`src/rtl/rename_pkg.sv`:
```
package rename_pkg;
   localparam int unsigned RN_IW_DEF   = 4;
   localparam int unsigned RN_ARCH_DEF = 32;
   localparam int unsigned RN_PHYS_DEF = 64;

   // bit width needed to index n items (at least 1)
   function automatic int unsigned rn_width(input int unsigned n);
      return (n <= 1) ? 1 : $clog2(n);
   endfunction
endpackage

```
`src/rtl/rename_map_table.sv`:
```
module rename_map_table #(
   parameter int NUM_ARCH = 32,
   parameter int NUM_PHYS = 64,
   parameter int NRD      = 12,
   parameter int IW       = 4,
   parameter int AW       = 5,
   parameter int PW       = 6
) (
   input  logic          clk,
   input  logic          rst_n,
   input  logic [AW-1:0] rd_idx [NRD],
   output logic [PW-1:0] rd_tag [NRD],
   input  logic [IW-1:0] wr_en,
   input  logic [AW-1:0] wr_idx [IW],
   input  logic [PW-1:0] wr_tag [IW]
);
   logic [PW-1:0] rows [NUM_ARCH];

   if (NUM_PHYS < NUM_ARCH) begin : g_bad_size
      $error("rename_map_table: fewer physical than architectural registers");
   end

   for (genvar row = 0; row < NUM_ARCH; row++) begin : g_row
      if (row == 0) begin : g_zero
         assign rows[row] = '0;
      end else begin : g_store
         logic [PW-1:0] q;
         always_ff @(posedge clk or negedge rst_n) begin
            if (!rst_n) begin
               q <= PW'(row);
            end else begin
               // ascending slot order: youngest matching writer lands last
               for (int j = 0; j < IW; j++) begin
                  if (wr_en[j] && (wr_idx[j] == AW'(row))) q <= wr_tag[j];
               end
            end
         end
         assign rows[row] = q;
      end
   end

   for (genvar r = 0; r < NRD; r++) begin : g_rd
      assign rd_tag[r] = rows[rd_idx[r]];
   end
endmodule

```
`src/rtl/rename_alloc.sv`:
```
module rename_alloc #(
   parameter int IW = 4,
   parameter int PW = 6,
   parameter int CW = 7,
   parameter int FW = 3
) (
   input  logic [IW-1:0] live,
   input  logic [CW-1:0] fl_count,
   input  logic [PW-1:0] fl_tags [IW],
   output logic [PW-1:0] new_tag [IW],
   output logic [FW-1:0] need,
   output logic          enough
);
   logic [FW-1:0] pre [IW+1];

   assign pre[0] = '0;
   for (genvar i = 0; i < IW; i++) begin : g_slot
      assign pre[i+1]   = pre[i] + FW'(live[i]);
      assign new_tag[i] = live[i] ? fl_tags[pre[i]] : '0;
   end

   assign need   = pre[IW];
   assign enough = (fl_count >= CW'(need));
endmodule

```
`src/rtl/rename_bypass.sv`:
```
module rename_bypass #(
   parameter int IW = 4,
   parameter int AW = 5,
   parameter int PW = 6
) (
   input  logic [AW-1:0] s1      [IW],
   input  logic [AW-1:0] s2      [IW],
   input  logic [AW-1:0] d       [IW],
   input  logic [IW-1:0] live,
   input  logic [PW-1:0] t1      [IW],
   input  logic [PW-1:0] t2      [IW],
   input  logic [PW-1:0] td      [IW],
   input  logic [PW-1:0] new_tag [IW],
   output logic [PW-1:0] ps1     [IW],
   output logic [PW-1:0] ps2     [IW],
   output logic [PW-1:0] pold    [IW]
);
   for (genvar i = 0; i < IW; i++) begin : g_ins
      if (i == 0) begin : g_oldest
         assign ps1[i]  = t1[i];
         assign ps2[i]  = t2[i];
         assign pold[i] = live[i] ? td[i] : '0;
      end else begin : g_younger
         logic [PW-1:0] a, b, o;
         always_comb begin
            a = t1[i];
            b = t2[i];
            o = td[i];
            // later iterations are nearer older slots and override
            for (int j = 0; j < i; j++) begin
               if (live[j] && (d[j] == s1[i])) a = new_tag[j];
               if (live[j] && (d[j] == s2[i])) b = new_tag[j];
               if (live[j] && (d[j] == d[i]))  o = new_tag[j];
            end
         end
         assign ps1[i]  = a;
         assign ps2[i]  = b;
         assign pold[i] = live[i] ? o : '0;
      end
   end
endmodule

```
`src/rtl/rename_stage.sv`:
```
module rename_stage #(
   parameter int IW       = rename_pkg::RN_IW_DEF,
   parameter int NUM_ARCH = rename_pkg::RN_ARCH_DEF,
   parameter int NUM_PHYS = rename_pkg::RN_PHYS_DEF,
   parameter int AW       = rename_pkg::rn_width(NUM_ARCH),
   parameter int PW       = rename_pkg::rn_width(NUM_PHYS),
   parameter int CW       = rename_pkg::rn_width(NUM_PHYS + 1),
   parameter int FW       = rename_pkg::rn_width(IW + 1)
) (
   input  logic             clk,
   input  logic             rst_n,
   input  logic             in_valid,
   output logic             in_ready,
   input  logic [IW*AW-1:0] in_src1,
   input  logic [IW*AW-1:0] in_src2,
   input  logic [IW*AW-1:0] in_dst,
   input  logic [IW-1:0]    in_dst_en,
   input  logic [CW-1:0]    fl_count,
   input  logic [IW*PW-1:0] fl_tags,
   output logic [FW-1:0]    fl_pop,
   output logic             out_valid,
   output logic [IW*PW-1:0] out_psrc1,
   output logic [IW*PW-1:0] out_psrc2,
   output logic [IW*PW-1:0] out_pdst,
   output logic [IW*PW-1:0] out_pold
);
   localparam int NRD = 3 * IW;

   if ((1 << AW) != NUM_ARCH) begin : g_bad_arch
      $error("rename_stage: NUM_ARCH must be a power of two");
   end
   if (NUM_PHYS < NUM_ARCH + IW) begin : g_bad_phys
      $error("rename_stage: NUM_PHYS must cover NUM_ARCH plus one group");
   end
   if (IW < 1) begin : g_bad_iw
      $error("rename_stage: IW must be at least 1");
   end

   logic [AW-1:0] s1 [IW], s2 [IW], d [IW];
   logic [PW-1:0] ft [IW], nt [IW];
   logic [PW-1:0] t1 [IW], t2 [IW], td [IW];
   logic [PW-1:0] ps1 [IW], ps2 [IW], po [IW];
   logic [AW-1:0] rd_idx [NRD];
   logic [PW-1:0] rd_tag [NRD];
   logic [IW-1:0] live, wr_en;
   logic [FW-1:0] need;
   logic          enough, fire;

   for (genvar i = 0; i < IW; i++) begin : g_lane
      assign s1[i]   = in_src1[i*AW +: AW];
      assign s2[i]   = in_src2[i*AW +: AW];
      assign d[i]    = in_dst[i*AW +: AW];
      assign ft[i]   = fl_tags[i*PW +: PW];
      assign live[i] = in_dst_en[i] && (d[i] != '0);

      assign rd_idx[i]        = s1[i];
      assign rd_idx[IW + i]   = s2[i];
      assign rd_idx[2*IW + i] = d[i];
      assign t1[i] = rd_tag[i];
      assign t2[i] = rd_tag[IW + i];
      assign td[i] = rd_tag[2*IW + i];

      assign wr_en[i] = fire && live[i];

      assign out_psrc1[i*PW +: PW] = ps1[i];
      assign out_psrc2[i*PW +: PW] = ps2[i];
      assign out_pdst[i*PW +: PW]  = nt[i];
      assign out_pold[i*PW +: PW]  = po[i];
   end

   rename_alloc #(.IW(IW), .PW(PW), .CW(CW), .FW(FW)) alloc_i (
      .live    (live),
      .fl_count(fl_count),
      .fl_tags (ft),
      .new_tag (nt),
      .need    (need),
      .enough  (enough)
   );

   rename_map_table #(
      .NUM_ARCH(NUM_ARCH), .NUM_PHYS(NUM_PHYS), .NRD(NRD),
      .IW(IW), .AW(AW), .PW(PW)
   ) table_i (
      .clk   (clk),
      .rst_n (rst_n),
      .rd_idx(rd_idx),
      .rd_tag(rd_tag),
      .wr_en (wr_en),
      .wr_idx(d),
      .wr_tag(nt)
   );

   rename_bypass #(.IW(IW), .AW(AW), .PW(PW)) bypass_i (
      .s1     (s1),
      .s2     (s2),
      .d      (d),
      .live   (live),
      .t1     (t1),
      .t2     (t2),
      .td     (td),
      .new_tag(nt),
      .ps1    (ps1),
      .ps2    (ps2),
      .pold   (po)
   );

   assign in_ready  = enough;
   assign fire      = in_valid && enough;
   assign out_valid = fire;
   assign fl_pop    = fire ? need : '0;
endmodule

```
`config.mk`:
```
export PLATFORM = sky130hd
export DESIGN_NAME = rename_stage
export DESIGN_NICKNAME = d
export VERILOG_FILES = /design/src/rtl/rename_pkg.sv /design/src/rtl/rename_map_table.sv /design/src/rtl/rename_alloc.sv /design/src/rtl/rename_bypass.sv /design/src/rtl/rename_stage.sv
export SDC_FILE = /design/constraint.sdc
export NUM_CORES = 2
export LEC_CHECK = 0
export ABC_AREA = 0
export BUFFER_PORTS_ARGS = -buffer_cell sky130_fd_sc_hd__buf_2
export CAP_MARGIN = 20
export CORE_MARGIN = 3
export CORE_UTILIZATION = 40
export CTS_BUF_LIST = sky130_fd_sc_hd__clkbuf_16
export DETAILED_ROUTE_END_ITERATION = 10
export SETUP_SLACK_MARGIN = 0.4
export SLEW_MARGIN = 20
export SYNTH_ARGS = -nofsm -noshare
export SYNTH_HDL_FRONTEND = slang
export SYNTH_SLANG_ARGS = --single-unit
```
`constraint.sdc`:
```
create_clock -name clk -period 4.4 [get_ports clk]
set_clock_uncertainty 0.15 [all_clocks]
set_input_delay 0 -clock clk [delete_from_list [all_inputs] [get_ports clk]]
set_output_delay 0 -clock clk [all_outputs]
set_load 0.05 [all_outputs]
```
==> Yosys cells after proc, flatten, opt, wreduce, memory -nomap -nowiden <==
Cells that the tools add are included.
{ "word_totals": {"wordCells": 589, "out_inout_bits": 101, "inputBits": 98, "latchBits": 0, "regBits": 186, "rom_bits": 0, "mem_bits_rw": 0, "mem_count": 0} }
{ "op_classes": {"n_div": 0, "n_reduce_logical": 186, "eq_ne": 142, "mul": 0, "magnitude_cmp": 16, "mux": 196, "n_addsub": 3, "bitwise": 15, "shift": 0} }
{ "ops": {"columns": ["operator", "n"], "rows": [
  ["$mux 6", 180],
  ["$bmux 6 s5", 12],
  ["$eq 5x5->1 const B", 64],
  ["$eq 5x4->1 const B", 32],
  ["$logic_and 1x1->1", 151],
  ["$reduce_bool 4->1", 31],
  ["$eq 5x5->1", 18],
  ["$eq 5x3->1 const B", 16],
  ["$ge 6x6->1 const B", 12],
  ["$not 5->6", 12],
  ["$eq 5x2->1 const B", 8],
  ["$bmux 6 s2", 3],
  ["$eq 5x1->1 const B", 4],
  ["$reduce_bool 5->1", 4],
  ["$ge 4x3->1 const B", 3],
  ["$not 3->4", 2],
  ["$ge 7x3->1", 1],
  ["$add 3x1->3", 2],
  ["$not 1->4", 1],
  ["$mux 3", 1],
  ["$add 1x1->2", 1]
]} }

==> Logic depth before layout (Yosys ltp) <==
{ "depth": {"word_depth": 13, "mapped_depth": 20, "ltp_nobuf": 15} }

==> Cells and area by module <==
Synthesis repeated with hierarchy kept, for this count alone.
{ "hier_totals": {"cells_unflattened": 4207, "area_unflattened_um2": 36401.2} }
{ "by_module_without_submodules": {"columns": ["module", "cells_per_inst", "area_each_um2", "seq_area_each_um2", "n_inst"], "rows": [
  ["rename_map_table", 3742, 33026.7, 4754.6, 1],
  ["rename_bypass", 364, 2575.0, 0.0, 1],
  ["rename_alloc", 77, 639.4, 0.0, 1],
  ["rename_stage", 24, 160.2, 0.0, 1]
]} }

==> Worst setup path before layout <==
OpenSTA, ideal clock, no wires.
{ "synth_path": {"path_type": "input to register", "startpoint": "in in_dst[11]", "endpoint": "reg table_i.g_row[31].g_store.q[1]", "arrival_time_ns": 4.887, "path_slack_ns": -0.728, "cell_stages": 16, "path_buffers": 3, "path_cell_list": "clkbuf_1 -> or4_1 -> o21ai_2 -> inv_2 -> clkbuf_1 -> ha_1 -> ha_1 -> fa_1 -> inv_1 -> ha_1 -> o21ai_0 -> a21o_1 -> clkbuf_1 -> a2111oi_0 -> nor4b_2 -> o31ai_1"} }
{ "synth_via": {"elab_chain_cells": 11} }
{ "synth_rtl": {"columns": ["item", "line_no", "rtl"], "rows": [
  ["start, declared", "rename_stage.sv:16", "input logic [IW*AW-1:0] in_dst,"],
  ["$reduce_bool 5->1", "rename_stage.sv:54", "assign live[i] = in_dst_en[i] && (d[i] != '0);"],
  ["$logic_and 1x1->1", "rename_stage.sv:54", null],
  ["$add 3x1->3 (2 in a row)", "rename_alloc.sv:18", "assign pre[i+1] = pre[i] + FW'(live[i]);"],
  ["$ge 7x3->1", "rename_alloc.sv:23", "assign enough = (fl_count >= CW'(need));"],
  ["$logic_and 1x1->1", "rename_stage.sv:108", "assign fire = in_valid && enough;"],
  ["$logic_and 1x1->1", "rename_stage.sv:63", "assign wr_en[i] = fire && live[i];"],
  ["$logic_and 1x1->1", "rename_map_table.sv:34", "if (wr_en[j] && (wr_idx[j] == AW'(row))) q <= wr_tag[j];"],
  ["$mux 6 (3 in a row)", "rename_map_table.sv:34", null],
  ["end signal, assigned", "rename_map_table.sv:30", "q <= PW'(row);"],
  ["end signal, assigned", "rename_map_table.sv:34", null],
  ["end, declared", "rename_map_table.sv:27", "logic [PW-1:0] q;"]
]} }
Several ways; a longest one is shown, not always the timed one. The select of a mux whose other input is x is not followed.
A chain may end at the register's enable or synchronous reset.

==> Worst setup path in the final report <==
{ "layout_path": {"startpoint": "in in_dst[2]", "endpoint": "out out_psrc1[20]"} }
{ "layout_via": {"elab_chain_cells": 9} }
{ "layout_rtl": {"columns": ["item", "line_no", "rtl"], "rows": [
  ["$reduce_bool 5->1", "rename_stage.sv:54", null],
  ["$logic_and 1x1->1", "rename_stage.sv:54", null],
  ["$add 1x1->2 / $not 1->4 (equally long branches)", "rename_alloc.sv:18, rename_alloc.sv:19", null],
  ["$not 3->4 (not written as such) / $bmux 6 s2 (equally long branches)", "rename_alloc.sv:19", "assign new_tag[i] = live[i] ? fl_tags[pre[i]] : '0;"],
  ["$bmux 6 s2 / $mux 6 (equally long branches)", "rename_alloc.sv:19", null],
  ["$mux 6 (not written as such) (2 in a row)", "rename_alloc.sv:19", null],
  ["$mux 6, on equally long branches", "rename_alloc.sv:19, rename_bypass.sv:31", null],
  ["$mux 6 *", "rename_bypass.sv:31", "if (live[j] && (d[j] == s1[i])) a = new_tag[j];"],
  ["end, declared", "rename_stage.sv:22", "output logic [IW*PW-1:0] out_psrc1,"]
]} }
Every way passes the cells marked *; elsewhere a longest branch is shown, timed or not. The select of a mux whose other input is x is not followed.

==> results.cfg <==
[status]
status = finished, final reports clean

[place]
dp_hpwl_um = 154000
place_area_um2 = 38700
gp_congestion = 1.09
port_buffers = 198

[sta]
setup_violations = 0
worst_slew_pin_slew_ns = 1.31
setup_tns_ns = 0
slew_violations = 0
fmax_mhz = 250
finalCritPeriodShare = 0.907
fin_crit_ns = 3.99
hold_viol = 0
rsz0062_at_grt = no
relSlewSlack = 0.127
hold_slack_ns = 0.0227

[worst_setup_path]
cp-start-kind = primary input
required_ns = 4.25
critPathArrivalTime_ns = 3.84
r2r-end = table_i.g_row[12].g_store.q[0]
endpoint_kind = output pin
path_class = in2out
r2r_slack_ns = 2.69
worstSetupEndpoint = out_psrc1[20]
crit_path_start = in_dst[2]
r2r_cells = 2
reg2reg_from = table_i.g_row[12].g_store.q[0]
cp_max_fo = 29

[route]
ant_nets = 0
drtIter0Drc = 7793
vias = 39400
drcViolationCount = 0
wl_um = 219000
via_per_inst = 8.44
drtPass1Iterations = 9
wl_per_cell_um = 47.0

[finish]
top_regs = table_i.g_row.g_store.q: 186 flops
final_util = 0.453
syn2layout_area_growth_pct = 12.1
nets = 3583
regMostFlops = table_i.g_row.g_store.q
final_area_um2 = 39400
nFillCells = 8269
largest_reg_flops = 186
drive_gt1_frac = 0.428

[clocking]
clock-sinks = 186
path_clk_slew_ns = 0.09
htree_num_levels = 4
cts_tree = done
cts_root_buf = clkbuf_16
clk_path_buf_depth = 2
clock_latency_ns = 0.51
numCtsBuffers = 17

[yosys]
synth_area_leaders = mux4_2 39%, dfrtp_1 7.5%, dfstp_2 6.0%
muxShareOfSynthArea = 0.469
synth_ff_type = dfrtp_1
synth_simple_gate_area_frac = 0.0889
yosys_warnings = 0
ys_async_sr_fraction = 1.00
ys_top_cells_by_count = 609 x mux4_2, 426 x clkbuf_1, 266 x nor2_1
synth_compound_area_frac = 0.212
synthXorXnorAreaFrac = 0.0227
postSynthNetCount = 3617
yosys.area.top_type = mux4_2
synth-seq-cells = 186
synth.most_common_cell = mux4_2
synth_edf_count = 0
syn_inst = 3512
synth_cell_types = 91
syn_avg_cell_area_um2 = 10.0
synth_area_um2 = 35200
yosysSeqAreaShare = 0.135
synth_top_area_share = 0.390
synth_top_family_by_area = multiplexers
synthAdderAreaFrac = 0.00270

[min_path]
worstHoldPathCells = 5
min_from = fl_tags[11]
hold_class = in2reg

[global_routing]
grt_pass1_vias = 36800
antenna_found_initial = 32
grt_pass1_wl_um = 299000
grt_overflow = 0
grt_usage = 0.470
grt_max_degree = 107

[run]
drv_cap = 0

[pwr]
peakVddDrop_mv = 0.293
p_total_w = 0.0152
power.leakage_nw = 14.5
power.density_nw_per_um2 = 386

[floorplanning]
num_rows = 108
die_w_um = 302
core_um2 = 87000
die_h_um = 302
die_area_um2 = 91500
num_io_pins = 199
start_util = 0.404
## cell usage in the layout (no fill, tap or decap), types with 17 or more instances in the layout
cell type and instances:
xnor2_1 40, clkbuf_16 17, o21ai_0 194, nor2_1 264
a211oi_1 43, a22oi_1 64, nand4_1 20, inv_1 43
a31oi_1 18, o2111ai_1 20, buf_12 19, dfstp_2 80
buf_4 315, o31ai_1 86, xor2_1 50, o211ai_1 99
nand3_1 29, a21oi_1 156, diode_2 20, mux2_2 116
o21ai_1 23, mux2i_1 145, buf_2 179, o221ai_1 35
nor3_1 44, nand2_1 127, nor2b_1 29, o22ai_1 108
nand2b_1 25, a221oi_1 17, a22o_1 61, mux4_2 609
dfrtp_1 106
## critical path, stage by stage
cell and delay (ns):
buf_2 0.09, buf_4 0.66, nor4_1 0.26, a21boi_2 0.51, nor3_1 0.10, a211o_1 0.48
nand2b_4 0.23, inv_2 0.57, o22ai_1 0.35, a21oi_1 0.26, buf_2 0.30
## per-stage QoR
stage	setup WS (ns)	instances
2_1_floorplan	0.107	3512
3_3_place_gp	0.109	4611
3_5_place_dp	0.0458	4611
4_1_cts	0.433	4646
5_1_grt	0.438	4651
6_report	0.407	4666
## per-layer routing
layer / global-route usage / part of all wire
met1: 0.552 / 0.33
met4: 0.340 / 0.098
met5: 0.0540 / 0.0023
met3: 0.271 / 0.19
met2: 0.630 / 0.39
## how the worst min path moves through the flow
stage / to / slack, ns
CTS: table_i.g_row[27].g_store.q[3] / 0.007
floorplan: table_i.g_row[10].g_store.q[0] / -0.45
global placement: table_i.g_row[15].g_store.q[5] / -0.05
detailed placement: table_i.g_row[15].g_store.q[4] / -0.05
global route: table_i.g_row[27].g_store.q[5] / 0.06
finish: table_i.g_row[27].g_store.q[5] / 0.02
## cell families after synthesis
group / count (synthesis)
compound gates: 1078
mux: 872
simple gates: 651
buf+inv: 627
flops: 186
xor+xnor: 91
fa+ha+maj: 7
## power breakdown
group	internal, W	leakage [nW]	switching, W
combinational	0.00395	12.0	0.00407
sequential	0.00230	2.20	0.00315
clock	0.000836	0.310	0.000921
## timing repair
item,CTS,global route
setup endpoints to repair,0,16
gates resized for setup,0,4
hold buffers,3,0
buffers inserted,0,0
hold endpoints to repair,80,0
## layout make-up
| class | instances | area (µm²) | area share |
|---|---|---|---|
| repair buffers | 518 | 3700 | 0.0938 |
| well taps | 1155 | 1450 | 0.0367 |
| flip-flops and latches | 186 | 4750 | 0.121 |
| clock buffers | 17 | 425 | 0.0108 |
| multi-input cells | 2699 | 28600 | 0.726 |
| clock inverters | 15 | 215 | 0.00546 |
| diodes | 20 | 50.0 | 0.00127 |
| inverters | 56 | 210 | 0.00533 |
Note: power is estimated with default switching activity, not from simulation.
